==> config.mk <==
export PLATFORM = sky130hd
export DESIGN_NAME = wiper_bank
export DESIGN_NICKNAME = d
export VERILOG_FILES = /design/src/rtl/wiper_pkg.sv /design/src/rtl/wiper_store.sv /design/src/rtl/wiper_tap_decode.sv /design/src/rtl/wiper_bank.sv
export SDC_FILE = /design/constraint.sdc
export NUM_CORES = 1
export LEC_CHECK = 0
export BUFFER_PORTS_ARGS = -buffer_cell sky130_fd_sc_hd__clkbuf_2
export CAP_MARGIN = 10
export CORE_AREA = 2 2 128 130
export DETAILED_ROUTE_END_ITERATION = 6
export DIE_AREA = 0 0 130 132
export SYNTH_ARGS = -nofsm -noshare
export SYNTH_HDL_FRONTEND = slang
export SYNTH_HIERARCHICAL = 1
export SYNTH_SLANG_ARGS = --single-unit
==> constraint.sdc <==
create_clock -name clk -period 2.6 [get_ports clk]
set_input_delay 0.78 -clock clk [delete_from_list [all_inputs] [get_ports clk]]
set_output_delay 0.78 -clock clk [all_outputs]
set_load 0.01 [all_outputs]
==> src/rtl/wiper_pkg.sv <==
package wiper_pkg;
  typedef enum logic [1:0] {
    OP_SET_WIPER = 2'b00,
    OP_STORE     = 2'b01,
    OP_READ      = 2'b10,
    OP_RECALL    = 2'b11
  } wiper_op_e;
endpackage

==> src/rtl/wiper_store.sv <==
module wiper_store #(
  parameter int W        = 6,
  parameter int NUM_DR   = 4,
  parameter int RST_CODE = 32,
  localparam int IDX_W   = $clog2(NUM_DR)
) (
  input  logic                       clk,
  input  logic                       rst_n,
  input  logic                       wp_n,
  input  logic                       wr_req,
  input  logic [IDX_W-1:0]           wr_idx,
  input  logic [W-1:0]               wr_data,
  output logic [NUM_DR-1:0][W-1:0]   dr_q
);
  logic wr_ok;
  assign wr_ok = wr_req && wp_n;

  for (genvar g = 0; g < NUM_DR; g++) begin : g_preset
    always_ff @(posedge clk or negedge rst_n) begin
      if (!rst_n)
        dr_q[g] <= W'(RST_CODE);
      else if (wr_ok && (wr_idx == IDX_W'(g)))
        dr_q[g] <= wr_data;
    end
  end

  // protect low freezes every preset
  p_protect_hold_r5: assert property (@(posedge clk) disable iff (!rst_n)
    !wp_n |=> $stable(dr_q));

  // an allowed store lands in the addressed preset
  p_store_lands_r4: assert property (@(posedge clk) disable iff (!rst_n)
    (wr_req && wp_n) |=> dr_q[$past(wr_idx)] == $past(wr_data));
endmodule

==> src/rtl/wiper_tap_decode.sv <==
module wiper_tap_decode #(
  parameter int W        = 6,
  parameter int RST_CODE = 32,
  localparam int TAPS    = 1 << W
) (
  input  logic            clk,
  input  logic            rst_n,
  input  logic [W-1:0]    code_d,
  output logic [TAPS-1:0] tap_q
);
  for (genvar i = 0; i < TAPS; i++) begin : g_tap
    always_ff @(posedge clk or negedge rst_n) begin
      if (!rst_n)
        tap_q[i] <= (i == RST_CODE);
      else
        tap_q[i] <= (code_d == W'(i));
    end
  end

  // a single closed switch at every cycle
  p_single_tap_r2: assert property (@(posedge clk) disable iff (!rst_n)
    $countones(tap_q) == 1);
endmodule

==> src/rtl/wiper_bank.sv <==
module wiper_bank #(
  parameter int W        = 6,
  parameter int NUM_DR   = 4,
  parameter int RST_CODE = 32,
  localparam int IDX_W   = $clog2(NUM_DR),
  localparam int TAPS    = 1 << W
) (
  input  logic             clk,
  input  logic             rst_n,
  input  logic             wp_n,
  input  logic             cmd_valid,
  output logic             cmd_ready,
  input  logic [1:0]       cmd_op,
  input  logic [IDX_W-1:0] cmd_idx,
  input  logic [W-1:0]     cmd_data,
  output logic             rsp_valid,
  input  logic             rsp_ready,
  output logic [W-1:0]     rsp_data,
  output logic [W-1:0]     wiper,
  output logic [TAPS-1:0]  tap
);
  import wiper_pkg::*;

  wiper_op_e                op;
  logic                     fire;
  logic [NUM_DR-1:0][W-1:0] dr_q;
  logic [W-1:0]             wiper_d, wiper_q;

  assign op        = wiper_op_e'(cmd_op);
  assign cmd_ready = !rsp_valid || rsp_ready;
  assign fire      = cmd_valid && cmd_ready;

  wiper_store #(.W(W), .NUM_DR(NUM_DR), .RST_CODE(RST_CODE)) u_store (
    .clk     (clk),
    .rst_n   (rst_n),
    .wp_n    (wp_n),
    .wr_req  (fire && (op == OP_STORE)),
    .wr_idx  (cmd_idx),
    .wr_data (cmd_data),
    .dr_q    (dr_q)
  );

  always_comb begin
    wiper_d = wiper_q;
    if (fire) begin
      case (op)
        OP_SET_WIPER: wiper_d = cmd_data;
        OP_RECALL:    wiper_d = dr_q[cmd_idx];
        default:      wiper_d = wiper_q;
      endcase
    end
  end

  always_ff @(posedge clk or negedge rst_n) begin
    if (!rst_n) wiper_q <= W'(RST_CODE);
    else        wiper_q <= wiper_d;
  end
  assign wiper = wiper_q;

  wiper_tap_decode #(.W(W), .RST_CODE(RST_CODE)) u_dec (
    .clk    (clk),
    .rst_n  (rst_n),
    .code_d (wiper_d),
    .tap_q  (tap)
  );

  always_ff @(posedge clk or negedge rst_n) begin
    if (!rst_n) begin
      rsp_valid <= 1'b0;
      rsp_data  <= '0;
    end else if (fire && (op == OP_READ)) begin
      rsp_valid <= 1'b1;
      rsp_data  <= cmd_data[0] ? wiper_q : dr_q[cmd_idx];
    end else if (rsp_ready) begin
      rsp_valid <= 1'b0;
    end
  end

  // the closed tap follows the wiper code
  p_tap_follows_r2: assert property (@(posedge clk) disable iff (!rst_n)
    tap[wiper_q]);

  // direct wiper load
  p_set_wiper_r3: assert property (@(posedge clk) disable iff (!rst_n)
    (fire && op == OP_SET_WIPER) |=> wiper_q == $past(cmd_data));

  // preset copy reaches the wiper
  p_recall_r6: assert property (@(posedge clk) disable iff (!rst_n)
    (fire && op == OP_RECALL) |=> wiper_q == $past(dr_q[cmd_idx]));

  // read result one cycle later
  p_read_resp_r7: assert property (@(posedge clk) disable iff (!rst_n)
    (fire && op == OP_READ) |=> rsp_valid);

  // held result is stable
  p_rsp_hold_r8: assert property (@(posedge clk) disable iff (!rst_n)
    (rsp_valid && !rsp_ready) |=> (rsp_valid && $stable(rsp_data)));

  // non-read commands leave the response channel empty
  p_no_resp_r9: assert property (@(posedge clk) disable iff (!rst_n)
    (fire && op != OP_READ) |=> !rsp_valid);
endmodule

# After elaboration in Yosys (flattened, before gate mapping)
# Cells that the tools add are included.
# totals
regBits	101
# classes
order_cmp	1
eq_ne	69
muxes	7
n_reduce_logical	14
# ops
cell	n
6-bit == test (second input constant)	32
6-bit by 5-bit == test with 1-bit output (second input constant)	16
6-bit by 4-bit == test with 1-bit output (second input constant)	8
6-bit by 3-bit == test with 1-bit output (second input constant)	4
6-bit two-way mux	3
6-bit binary-select mux with 2-bit select	1
6-bit by 2-bit == test with 1-bit output (second input constant)	2
6-bit case mux with 2 select lines	1
2-bit == test (second input constant)	4
1-bit logical AND	8
6-bit by 1-bit == test with 1-bit output (second input constant)	1
6-bit logical NOT	1
2-bit by 1-bit == test with 1-bit output (second input constant)	2
2-bit logical NOT	2
2-bit by 3-bit less-than comparator with 1-bit output (second input constant)	1
1-bit two-way mux	2
2-bit nonzero test	1
1-bit logical NOT	1
1-bit logical OR	1

# Longest topological paths before layout
# Gate-level depths: netlist (run 1).
# logic_depth
depth_word	6
ltp_mapped	8
depth_no_buf	6

# Modules after synthesis
# Netlist (run 1), hierarchy kept.
# by_module_without_submodules
mod	n_inst	cells_per_inst	area_per_inst_um2	seq_area_each_um2
wiper_tap_decode	1	159	2072.0	1602.8
wiper_store	1	53	958.4	605.6
wiper_bank	1	65	860.8	326.6

# Least setup slack after synthesis (run 1)
# Ideal clock, no wire load.
# synth_path
path_kind	input port to flip-flop
start	input cmd_op[0]
end	register u_dec.tap_q[52]
t_arrival_ns	2.646
t_required_ns	2.526
path_slack_ns	-0.119
stages	7
path_cell_list	inv_1 > ha_1 > nor3b_4 > mux2_4 > buf_2 > or4b_4 > nor2_1
# synth_between
elab_chain_len	4
word_cells_on_any_way	5
# synth_rtl
element	line	source
start: declaration	wiper_bank.sv:13	input logic [1:0] cmd_op,
2-bit == test or 2-bit logical NOT (tied branches)	wiper_bank.sv:46	case (op)
6-bit case mux with 2 select lines *	wiper_bank.sv:46	
6-bit two-way mux *	wiper_bank.sv:45	if (fire) begin
named net wiper_d[3]	wiper_bank.sv:27	logic [W-1:0] wiper_d, wiper_q;
6-bit == test *	wiper_tap_decode.sv:16	tap_q[i] <= (code_d == W'(i));
end signal: indexed assignment	wiper_tap_decode.sv:14	tap_q[i] <= (i == RST_CODE);
end signal: indexed assignment	wiper_tap_decode.sv:16	
end: declaration	wiper_tap_decode.sv:9	output logic [TAPS-1:0] tap_q
# The timed path passes the listed nets; every way through them passes the cells marked *.
# A chain may end at the register's enable or synchronous reset.

# Worst setup path after layout (run 1)
# layout_path
start	input cmd_idx[0]
end	register u_dec.tap_q[17]
# layout_between
elab_chain_len	5
# layout_rtl
element	line	source
start: declaration	wiper_bank.sv:14	input logic [IDX_W-1:0] cmd_idx,
6-bit binary-select mux with 2-bit select	wiper_bank.sv:48	OP_RECALL: wiper_d = dr_q[cmd_idx];
6-bit two-way mux (implied by the code)	wiper_bank.sv:48	
6-bit case mux with 2 select lines	wiper_bank.sv:46	
6-bit two-way mux	wiper_bank.sv:45	
named net wiper_d[3]	wiper_bank.sv:27	
6-bit by 5-bit == test with 1-bit output	wiper_tap_decode.sv:16	
# The timed path passes the listed nets, and every way through them passes these cells. The select of a mux whose other input is x is not followed.

==> results of run 1 <==
==> kinds of logic (layout without fill, tap and decap cells) <==
family          after synthesis  in the layout
compound gates               18             18
flops                       101            101
simple gates                 93             93
fa+ha+maj                     4              4
buf+inv                      19            137
mux                          42             42
==> per-layer routing <==
layer  global-route usage  routed length (um)
met2                0.184                4670
met4               0.0472                 172
met1                0.140                3870
met5                    0                   0
met3               0.0313                 545
==> path summary, 6_finish.rpt <==
check,startpoint,end,slack [ns],cells past startpoint
worst max-delay path,cmd_idx[0],u_dec/tap_q[17]$_DFF_PN0_,0.11,6
max in group asynchronous,rst_n,u_dec/tap_q[32]$_DFF_PN1_,1.52,2
worst min-delay path,rst_n,u_dec/tap_q[61]$_DFF_PN0_,0.36,1
worst max register to register,u_store/dr_q[18]$_DFFE_PN0P_,u_dec/tap_q[18]$_DFF_PN0_,0.41,5
worst min register to register,u_store/dr_q[19]$_DFFE_PN0P_,u_store/dr_q[19]$_DFFE_PN0P_,0.50,1
min in group clk,u_store/dr_q[19]$_DFFE_PN0P_,u_store/dr_q[19]$_DFFE_PN0P_,0.50,1
==> flip-flops by register name, indices dropped and copies added (netlist names) <==
| signal | flops |
|---|---|
| u_dec/tap_q | 64 |
| u_store/dr_q | 24 |
| rsp_data | 6 |
| wiper | 6 |
| rsp_valid | 1 |
==> worst max-delay path, delay by kind of cell <==
| kind | cells | cell delay, ns |
|---|---|---|
| and+or+nand+nor | 2 | 0.72 |
| AOI/OAI and AO/OA | 1 | 0.19 |
| muxes | 2 | 0.86 |
| buffers and inverters | 1 | 0.20 |
==> power groups by stage <==
stage | combinational [mW] | sequential, mW | clock [mW]
6_report | 0.682 | 1.80 | 1.25
5_1_grt | 0.749 | 1.82 | 1.35
4_1_cts | 0.695 | 1.80 | 1.29
3_5_place_dp | 0.693 | 1.83 | 0
3_3_place_gp | 0.674 | 1.83 | 0
2_1_floorplan | 0.372 | 1.84 | 0
==> cell usage in the layout, fill, tap and decap left out, types with 7 or more instances in the layout <==
cell type  count
dfrtp_1       95
clkbuf_2      90
nor2_1        64
buf_4         20
mux2_2        18
mux2_4        12
clkbuf_16      9
buf_12         7
==> Yosys cell counts, drive strengths merged (2+ instances only) <==
master / number
inv: 3
mux4: 6
a31oi: 6
nand4: 2
a22o: 6
mux2i: 6
mux2: 30
nand2b: 2
nor2: 64
or2: 2
or4b: 4
and3: 2
nand4b: 6
buf: 4
dfstp: 6
a21oi: 6
nand4bb: 6
ha: 4
clkbuf: 12
dfrtp: 95
==> timing repair <==
item	4_1_cts	5_1_grt
setup buffers	0	0
gates resized for setup	0	2
endpoints found under the setup margin	0	26
==> area by class of cell <==
class / count / area [um2] / share of cell area
clock inverter: 4 / 33.8 / 0.00659
timing repair buffer: 118 / 748 / 0.146
sequential: 101 / 2530 / 0.495
tap: 216 / 270 / 0.0527
multi-input combinational: 157 / 1280 / 0.250
inverter: 3 / 11.3 / 0.00220
clock buffer: 12 / 246 / 0.0481
==> impl_metrics.csv, run 1 <==
group,metric,value,unit
final_layout,layout-drive-gt1-share,0.461,
grt,grt_max_degree,46,
power,p_sw_frac,0.266,
sta,slew_headroom,0.726,
place,port_buffers,92,
power,power,3.73,mW
power,p_int,2.74,mW
critical_path,cpPeakStageDelay,0.60,ns
die,dieWidth,130,um
grt,grt_pass1_wl,14600,um
power,net-switching-power,0.992,mW
sta,finalSetupTns,0,ns
synth,synth_top_cell_by_area,"dfrtp_1",
synth,synth_fa_ha_area_frac,0.0129,
die,core_area,0.0157,mm2
synth,synthXorXnorAreaFrac,0,
synth,synth-compound-area-share,0.0309,
final_layout,final_util,0.326,
place,placed_area,0.00484,mm2
synth,synth_edf_count,0,
drt,first_pass_iters,4,
synth,synth_cells,277,
drt,ant_nets,0,
drt,vias,2561,
critical_path,crit_fanout,14,
sta,finalSetupViolCount,0,
final_layout,area_growth,31.7,%
synth,async_flop_share,1.00,
place,gp_congestion,0.718,
die,ios,93,
clock_network,htree_levels,3,
final_layout,fillers,1566,
clock_network,path_clk_slew,0.07,ns
critical_path,cp.arrival,2.76,ns
clock_network,clock_path_buffers,2,
critical_path,cp-start-kind,"input port",
sta,tightest_slew,0.410,ns
die,die_h,132,um
synth,synth-seq-cells,101,
synth,postSynthAreaPerCell,14.0,um2
grt,grt_util_all_layers,0.113,
drt,remaining_drc_errors,0,
synth,synth.top_cell.area_share,0.611,
power,power_density,728,mW/mm2
sta,skew,0.0102,ns
clock_network,clk_latency,0.35,ns
synth,synth_mux_area_frac,0.149,
synth,synth-simple-area-share,0.133,
sta,fmax,401,MHz
sta,post-route-min-period,2.49,ns
final_layout,diodes,0,
critical_path,end_kind,"register",
power,pwr-share-seq,0.483,
critical_path,critical-path-slowest-cell,"or4b_1",
die,rows,46,
final_layout,postLayoutCellArea,0.00512,mm2
drt,wl_per_cell,15.1,um
power,pwr-share-comb,0.183,
final_layout,stdcell_count,611,
critical_path,path_class,"in -> reg",
place,hpwl,6800,um
sta,hold_viol_final,0,
sta,slew_viol_final,0,
grt,grt.overflow.total,0,
worst_hold_path,hp-class,"in -> async",
die,start_util,0.248,
power,leakagePower,2.55,nW
clock_network,numCtsBuffers,9,
clock_network,cts.sinks,101,
final_layout,nNetsFinal,409,
drt,drt_iter0_markers,110,
place,place_inst,595,
sta,setup_slack,0.109,ns
synth,ys_dominant_reg_cell,"dfrtp_1",
drt,avgViaCountPerCell,4.19,
grt,antenna_found_initial,0,
synth,syn-num-nets,296,
clock_network,root_buffer,"clkbuf_16",
drt,wl,9250,um
power,peakVddDrop,0.000325,V
die,dieArea,0.0172,mm2
job,drv_cap,0,
grt,grt_pass1_vias,2673,
synth,synth_area,0.00389,mm2
sta,rsz0062_at_grt,"false",
status,status,"finished, final reports clean",
synth,ys_types,31,
clock_network,tritoncts,"done",
sta,fin_hold_ws,0.365,ns
sta,finalCritPeriodShare,0.958,
synth,synth_top_family_by_area,"multiplexers",
synth,yosysWarnings,6,
place,pre_cts_slack,-0.341,ns
critical_path,required,2.87,ns
clock_network,hold_buffers,0,
synth,synth-seq-area-share,0.651,
synth,yosys-top-cells-area,"dfrtp_1, nor2_1, mux2_2",
power,p_clk_frac,0.334,
critical_path,crit_chain,"clkbuf_4 > mux4_2 > a22o_1 > mux2_4 > or4b_1 > nor2_1",
Power figures use the tool's default switching activity.
==> inputs of run 2 (changes only) <==
--- a/config.mk
+++ b/config.mk
@@ -7,9 +7,10 @@
 export LEC_CHECK = 0
 export BUFFER_PORTS_ARGS = -buffer_cell sky130_fd_sc_hd__clkbuf_2
 export CAP_MARGIN = 10
-export CORE_AREA = 2 2 128 130
+export CORE_AREA = 2 2 102 104
 export DETAILED_ROUTE_END_ITERATION = 6
-export DIE_AREA = 0 0 130 132
+export DIE_AREA = 0 0 104 106
+export HOLD_SLACK_MARGIN = 0.03
 export SYNTH_ARGS = -nofsm -noshare
 export SYNTH_HDL_FRONTEND = slang
 export SYNTH_HIERARCHICAL = 1
==> run 2 against run 1 <==
  * Clock-buffer cell count shrank 3
  * Register-to-register slack is essentially flat
  * Setup slack gained 0.022 ns
  * Core utilization grew 16 points
  * Sequential cell count is the same
  * Clock power shrank 24%
  * Maximum frequency grew 0.90%
  * Critical path type unchanged
  * Largest power group unchanged
==> impl_metrics.csv, run 2 (synthesized netlist as in run 1, its figures left out) <==
group,metric,value,unit
status,status,"finished, final reports clean",
die,dieArea,0.0110,mm2
critical_path,worstRegToRegCells,7,
place,pre_cts_slack,-0.262,ns
clock_network,postCtsSetupRepairBufs,0,
drt,wl,8340,um
sta,finalCritPeriodShare,0.950,
clock_network,numCtsBuffers,9,
place,port_buffers,92,
final_layout,stdcell_count,533,
power,power_density,696,mW/mm2
final_layout,max_flop_register,"u_dec/tap_q",
die,start_util,0.389,
clock_network,path_clk_slew,0.10,ns
clock_network,cts.sinks,101,
final_layout,fillers,897,
critical_path,reg2reg_from,"rsp_valid$_DFFE_PN0P_",
die,dieWidth,104,um
final_layout,final_cell_mix,"dfrtp_1, clkbuf_2, nor2_1",
sta,setup_slack,0.131,ns
critical_path,rrSetupSlack,0.40,ns
die,core_area,0.0100,mm2
drt,ant_nets,0,
power,leakagePower,2.51,nW
worst_hold_path,hp-class,"in -> async",
place,place_inst,517,
grt,grt_pass1_wl,13700,um
final_layout,nNetsFinal,411,
drt,drt_iter0_markers,96,
critical_path,crit_fanout,10,
sta,finalSetupViolCount,0,
final_layout,area_growth,26.2,%
clock_network,post_cts_resized,0,
sta,tightest_slew,0.551,ns
die,rows,37,
clock_network,clock_path_buffers,2,
critical_path,path_class,"in -> reg",
drt,first_pass_iters,4,
critical_path,worstReg2RegEnd,"u_dec/tap_q[50]$_DFF_PN0_",
drt,avgViaCountPerCell,4.68,
drt,remaining_drc_errors,0,
clock_network,clk_latency,0.37,ns
grt,grt_max_degree,47,
power,peakVddDrop,0.000285,V
clock_network,hold_buffers,0,
place,hpwl,6150,um
job,drv_cap,0,
grt,grt_util_all_layers,0.159,
drt,wl_per_cell,15.6,um
final_layout,largest_reg_flops,64,
die,ios,93,
sta,fmax,405,MHz
sta,slew_headroom,0.633,
critical_path,end_kind,"register",
sta,post-route-min-period,2.47,ns
clock_network,htree_levels,3,
final_layout,diodes,0,
place,gp_congestion,0.763,
final_layout,mostFrequentLayoutCell,"dfrtp_1",
critical_path,setup.worst_path.end,"u_dec/tap_q[50]$_DFF_PN0_",
grt,antenna_found_initial,0,
sta,hold_viol_final,0,
die,die_h,106,um
grt,grt.overflow.total,0,
clock_network,root_buffer,"clkbuf_8",
final_layout,largestRegisters,"u_dec/tap_q (64), u_store/dr_q (24)",
final_layout,layout-drive-gt1-share,0.469,
critical_path,required,2.89,ns
sta,rsz0062_at_grt,"false",
critical_path,crit_path_start,"cmd_idx[0]",
sta,slew_viol_final,0,
clock_network,tritoncts,"done",
critical_path,cp.arrival,2.76,ns
grt,grt_pass1_vias,2596,
sta,skew,0.0170,ns
critical_path,cp-start-kind,"input port",
drt,vias,2493,
-- run 2: cell type report --
class / instances / area [um2] / area share
Clock buffer: 9 / 124 / 0.0252
Clock inverter: 7 / 66.3 / 0.0135
Inverter: 3 / 11.3 / 0.00229
Multi-Input combinational cell: 157 / 1280 / 0.261
Sequential cell: 101 / 2530 / 0.516
Tap cell: 136 / 170 / 0.0347
Timing Repair Buffer: 120 / 723 / 0.147
-- run 2: how the worst min path moves through the flow --
stage	from	slack [ns]	end
4_1_cts	rst_n	0.40	u_dec/tap_q[60]$_DFF_PN0_
2_1_floorplan	u_store/dr_q[12]$_DFFE_PN0P_	0.47	u_store/dr_q[12]$_DFFE_PN0P_
3_3_place_gp	u_store/dr_q[7]$_DFFE_PN0P_	0.48	u_store/dr_q[7]$_DFFE_PN0P_
3_5_place_dp	u_store/dr_q[19]$_DFFE_PN0P_	0.49	u_store/dr_q[19]$_DFFE_PN0P_
6_report	rst_n	0.39	u_dec/tap_q[53]$_DFF_PN0_
5_1_grt	rst_n	0.41	u_dec/tap_q[59]$_DFF_PN0_
-- run 2: through the flow --
stage               total power, mW  area [um2]  hold WS (ns)  utilization  setup TNS (ns)
global placement               2.49        4720         0.483        0.472           -8.48
floorplan                      2.21        3920         0.474            -          -0.221
detailed placement             2.50        4720         0.489        0.472           -9.83
global route                   3.59        4910         0.414        0.491               0
finish                         3.42        4910         0.393        0.491               0
CTS                            3.44        4910         0.404        0.491               0
-- run 2: routing by layer --
| metal | track usage | up-vias | share of wire |
|---|---|---|---|
| met5 | 0 | - | 0 |
| met4 | 0.0376 | 0 | 0.0085 |
| met3 | 0.0423 | 7 | 0.048 |
| met2 | 0.249 | 77 | 0.46 |
| met1 | 0.224 | 1233 | 0.48 |
| li1 | - | 1176 | - |
-- run 2: critical path, cell delays in order --
cell and delay (ns):
clkbuf_2 0.21, mux4_2 0.54, a22o_1 0.19, mux2_4 0.30, or4b_1 0.60, nor2_1 0.15
-- run 2: power breakdown --
part | internal (mW) | switching (mW)
sequential | 1.72 | 0.0794
combinational | 0.326 | 0.335
clock | 0.370 | 0.583
==> inputs of run 3 (changes only) <==
--- a/config.mk
+++ b/config.mk
@@ -5,11 +5,12 @@
 export SDC_FILE = /design/constraint.sdc
 export NUM_CORES = 1
 export LEC_CHECK = 0
+export ABC_AREA = 1
 export BUFFER_PORTS_ARGS = -buffer_cell sky130_fd_sc_hd__clkbuf_2
 export CAP_MARGIN = 10
-export CORE_AREA = 2 2 102 104
+export CORE_AREA = 2 2 103 105
 export DETAILED_ROUTE_END_ITERATION = 6
-export DIE_AREA = 0 0 104 106
+export DIE_AREA = 0 0 105 107
 export HOLD_SLACK_MARGIN = 0.03
 export SYNTH_ARGS = -nofsm -noshare
 export SYNTH_HDL_FRONTEND = slang
==> run 3 against run 2 <==
  * Sequential cell count did not move
  * Critical path depth increased by 5
  * Combinational power grew 11%
  * Critical endpoint is now u_dec/tap_q[30]$_DFF_PN0_
  * Largest cell class unchanged
==> impl_metrics.csv, run 3 <==
group,metric,value,unit
grt,grt_pass1_wl,16000,um
critical_path,required,2.88,ns
clock_network,post_cts_resized,0,
place,placed_area,0.00475,mm2
clock_network,clock_path_buffers,2,
synth,postSynthAreaPerCell,9.24,um2
synth,ys_types,21,
clock_network,cts.sinks,101,
critical_path,path_class,"in -> reg",
sta,finalSetupViolCount,0,
sta,finalCritPeriodShare,0.877,
synth,yosys.cell_count.top_type,"nand2_1",
drt,wl,9750,um
drt,first_pass_iters,4,
grt,antenna_found_initial,0,
grt,grt_pass1_vias,3126,
job,drv_cap,0,
drt,remaining_drc_errors,0,
place,port_buffers,92,
clock_network,tritoncts,"done",
sta,post-route-min-period,2.28,ns
clock_network,root_buffer,"clkbuf_8",
place,gp_congestion,0.812,
grt,grt_max_degree,39,
clock_network,clk_latency,0.35,ns
grt,grt.overflow.total,0,
sta,skew,0.0125,ns
die,rows,37,
synth,synth.top_cell.area_share,0.597,
power,leakagePower,2.79,nW
final_layout,largestRegisters,"u_dec/tap_q (64), u_store/dr_q (24)",
drt,drt_iter0_markers,227,
status,status,"finished, final reports clean",
clock_network,path_clk_slew,0.10,ns
final_layout,diodes,0,
synth,syn-num-nets,450,
synth,synth_edf_count,0,
synth,yosys-top-cells-area,"dfrtp_1, nand2_1, nor2_1",
final_layout,postLayoutCellArea,0.00494,mm2
sta,finalSetupTns,0,ns
die,core_area,0.0101,mm2
sta,fin_hold_ws,0.391,ns
clock_network,numCtsBuffers,9,
critical_path,cp-start-kind,"input port",
clock_network,htree_levels,3,
synth,synth_top_cell_by_area,"dfrtp_1",
synth,ys_dominant_reg_cell,"dfrtp_1",
drt,avgViaCountPerCell,4.62,
final_layout,area_growth,24.0,%
synth,synth_area,0.00398,mm2
die,die_h,107,um
critical_path,crit_fanout,12,
final_layout,max_flop_register,"u_dec/tap_q",
final_layout,stdcell_count,685,
final_layout,largest_reg_flops,64,
clock_network,hold_buffers,0,
drt,wl_per_cell,14.2,um
final_layout,final_cell_mix,"nand2_1, dfrtp_1, clkbuf_2",
power,power_density,700,mW/mm2
worst_hold_path,hp-class,"in -> async",
grt,grt_util_all_layers,0.183,
sta,slew_headroom,0.666,
final_layout,layout-drive-gt1-share,0.286,
synth,synth_cells,431,
synth,yosysWarnings,6,
place,place_inst,669,
critical_path,end_kind,"register",
sta,tightest_slew,0.501,ns
place,hpwl,7080,um
sta,hold_viol_final,0,
power,peakVddDrop,0.000238,V
synth,synth-seq-cells,101,
final_layout,mostFrequentLayoutCell,"nand2_1",
clock_network,postCtsSetupRepairBufs,0,
drt,ant_nets,0,
final_layout,final_util,0.490,
synth,async_flop_share,1.00,
drt,vias,3167,
synth,synth_commonest_cells,"nand2_1, dfrtp_1, nor2_1",
die,ios,93,
critical_path,cp.arrival,2.57,ns
final_layout,nNetsFinal,563,
sta,fmax,439,MHz
die,start_util,0.395,
sta,slew_viol_final,0,
die,dieArea,0.0112,mm2
sta,rsz0062_at_grt,"false",
synth,synth-seq-area-share,0.636,
die,dieWidth,105,um
## run 3: critical path, cell delays in order
cell and delay, ns:
clkbuf_2 0.09, inv_1 0.06, ha_1 0.28, nand3b_2 0.35, nand2_1 0.13, inv_1 0.04
a21oi_1 0.29, inv_1 0.10, nor2_2 0.17, nand2_1 0.14, nor2_1 0.12
## run 3: area by class of cell
type,instances,area (um2)
clock buffers,10,128
clock inverters,6,58.8
repair buffers,113,671
fillers,1001,5150
inverters,35,131
multi-input cells,284,1250
well taps,136,170
flip-flops and latches,101,2530
## run 3: final timing paths
check / from / endpoint / slack, ns / cells past startpoint
worst max register to register: rsp_valid$_DFFE_PN0P_ / u_dec/tap_q[30]$_DFF_PN0_ / 0.78 / 9
worst min-delay path: rst_n / u_store/dr_q[20]$_DFFE_PN0P_ / 0.39 / 1
worst max-delay path: cmd_op[0] / u_dec/tap_q[30]$_DFF_PN0_ / 0.32 / 11
min in group clk: u_store/dr_q[5]$_DFFE_PN1P_ / u_store/dr_q[5]$_DFFE_PN1P_ / 0.47 / 2
max in group asynchronous: rst_n / wiper[5]$_DFF_PN1_ / 1.57 / 2
worst min register to register: u_store/dr_q[5]$_DFFE_PN1P_ / u_store/dr_q[5]$_DFFE_PN1P_ / 0.47 / 2
## run 3: cell families (layout without fill, tap and decap cells)
family | count (synthesis) | count (layout) | synth area share
simple gates | 262 | 262 | 0.274
flops | 101 | 101 | 0.636
buf+inv | 46 | 164 | 0.0515
compound gates | 18 | 18 | 0.0254
fa+ha+maj | 4 | 4 | 0.0126
## run 3: stage by stage
stage               setup WS (ns)  power [mW]
floorplan                   0.288        2.22
global placement          -0.0571        2.56
detailed placement         -0.167        2.57
CTS                         0.211        3.50
global route                0.130        3.68
finish                      0.320        3.46
## run 3: layer usage
layer / vias up / track usage / routed length [um]
met2: 91 / 0.277 / 4600
met1: 1520 / 0.260 / 4540
li1: 1546 / - / -
met4: 0 / 0.0752 / 124
met5: - / 0 / 0
met3: 10 / 0.0322 / 479
## run 3: where the power goes
group          total (mW)  leakage, nW  internal (mW)  switching [mW]
Clock               0.919       0.0898          0.365           0.554
Combinational       0.731         1.36          0.254           0.477
Sequential           1.81         1.34           1.73          0.0771
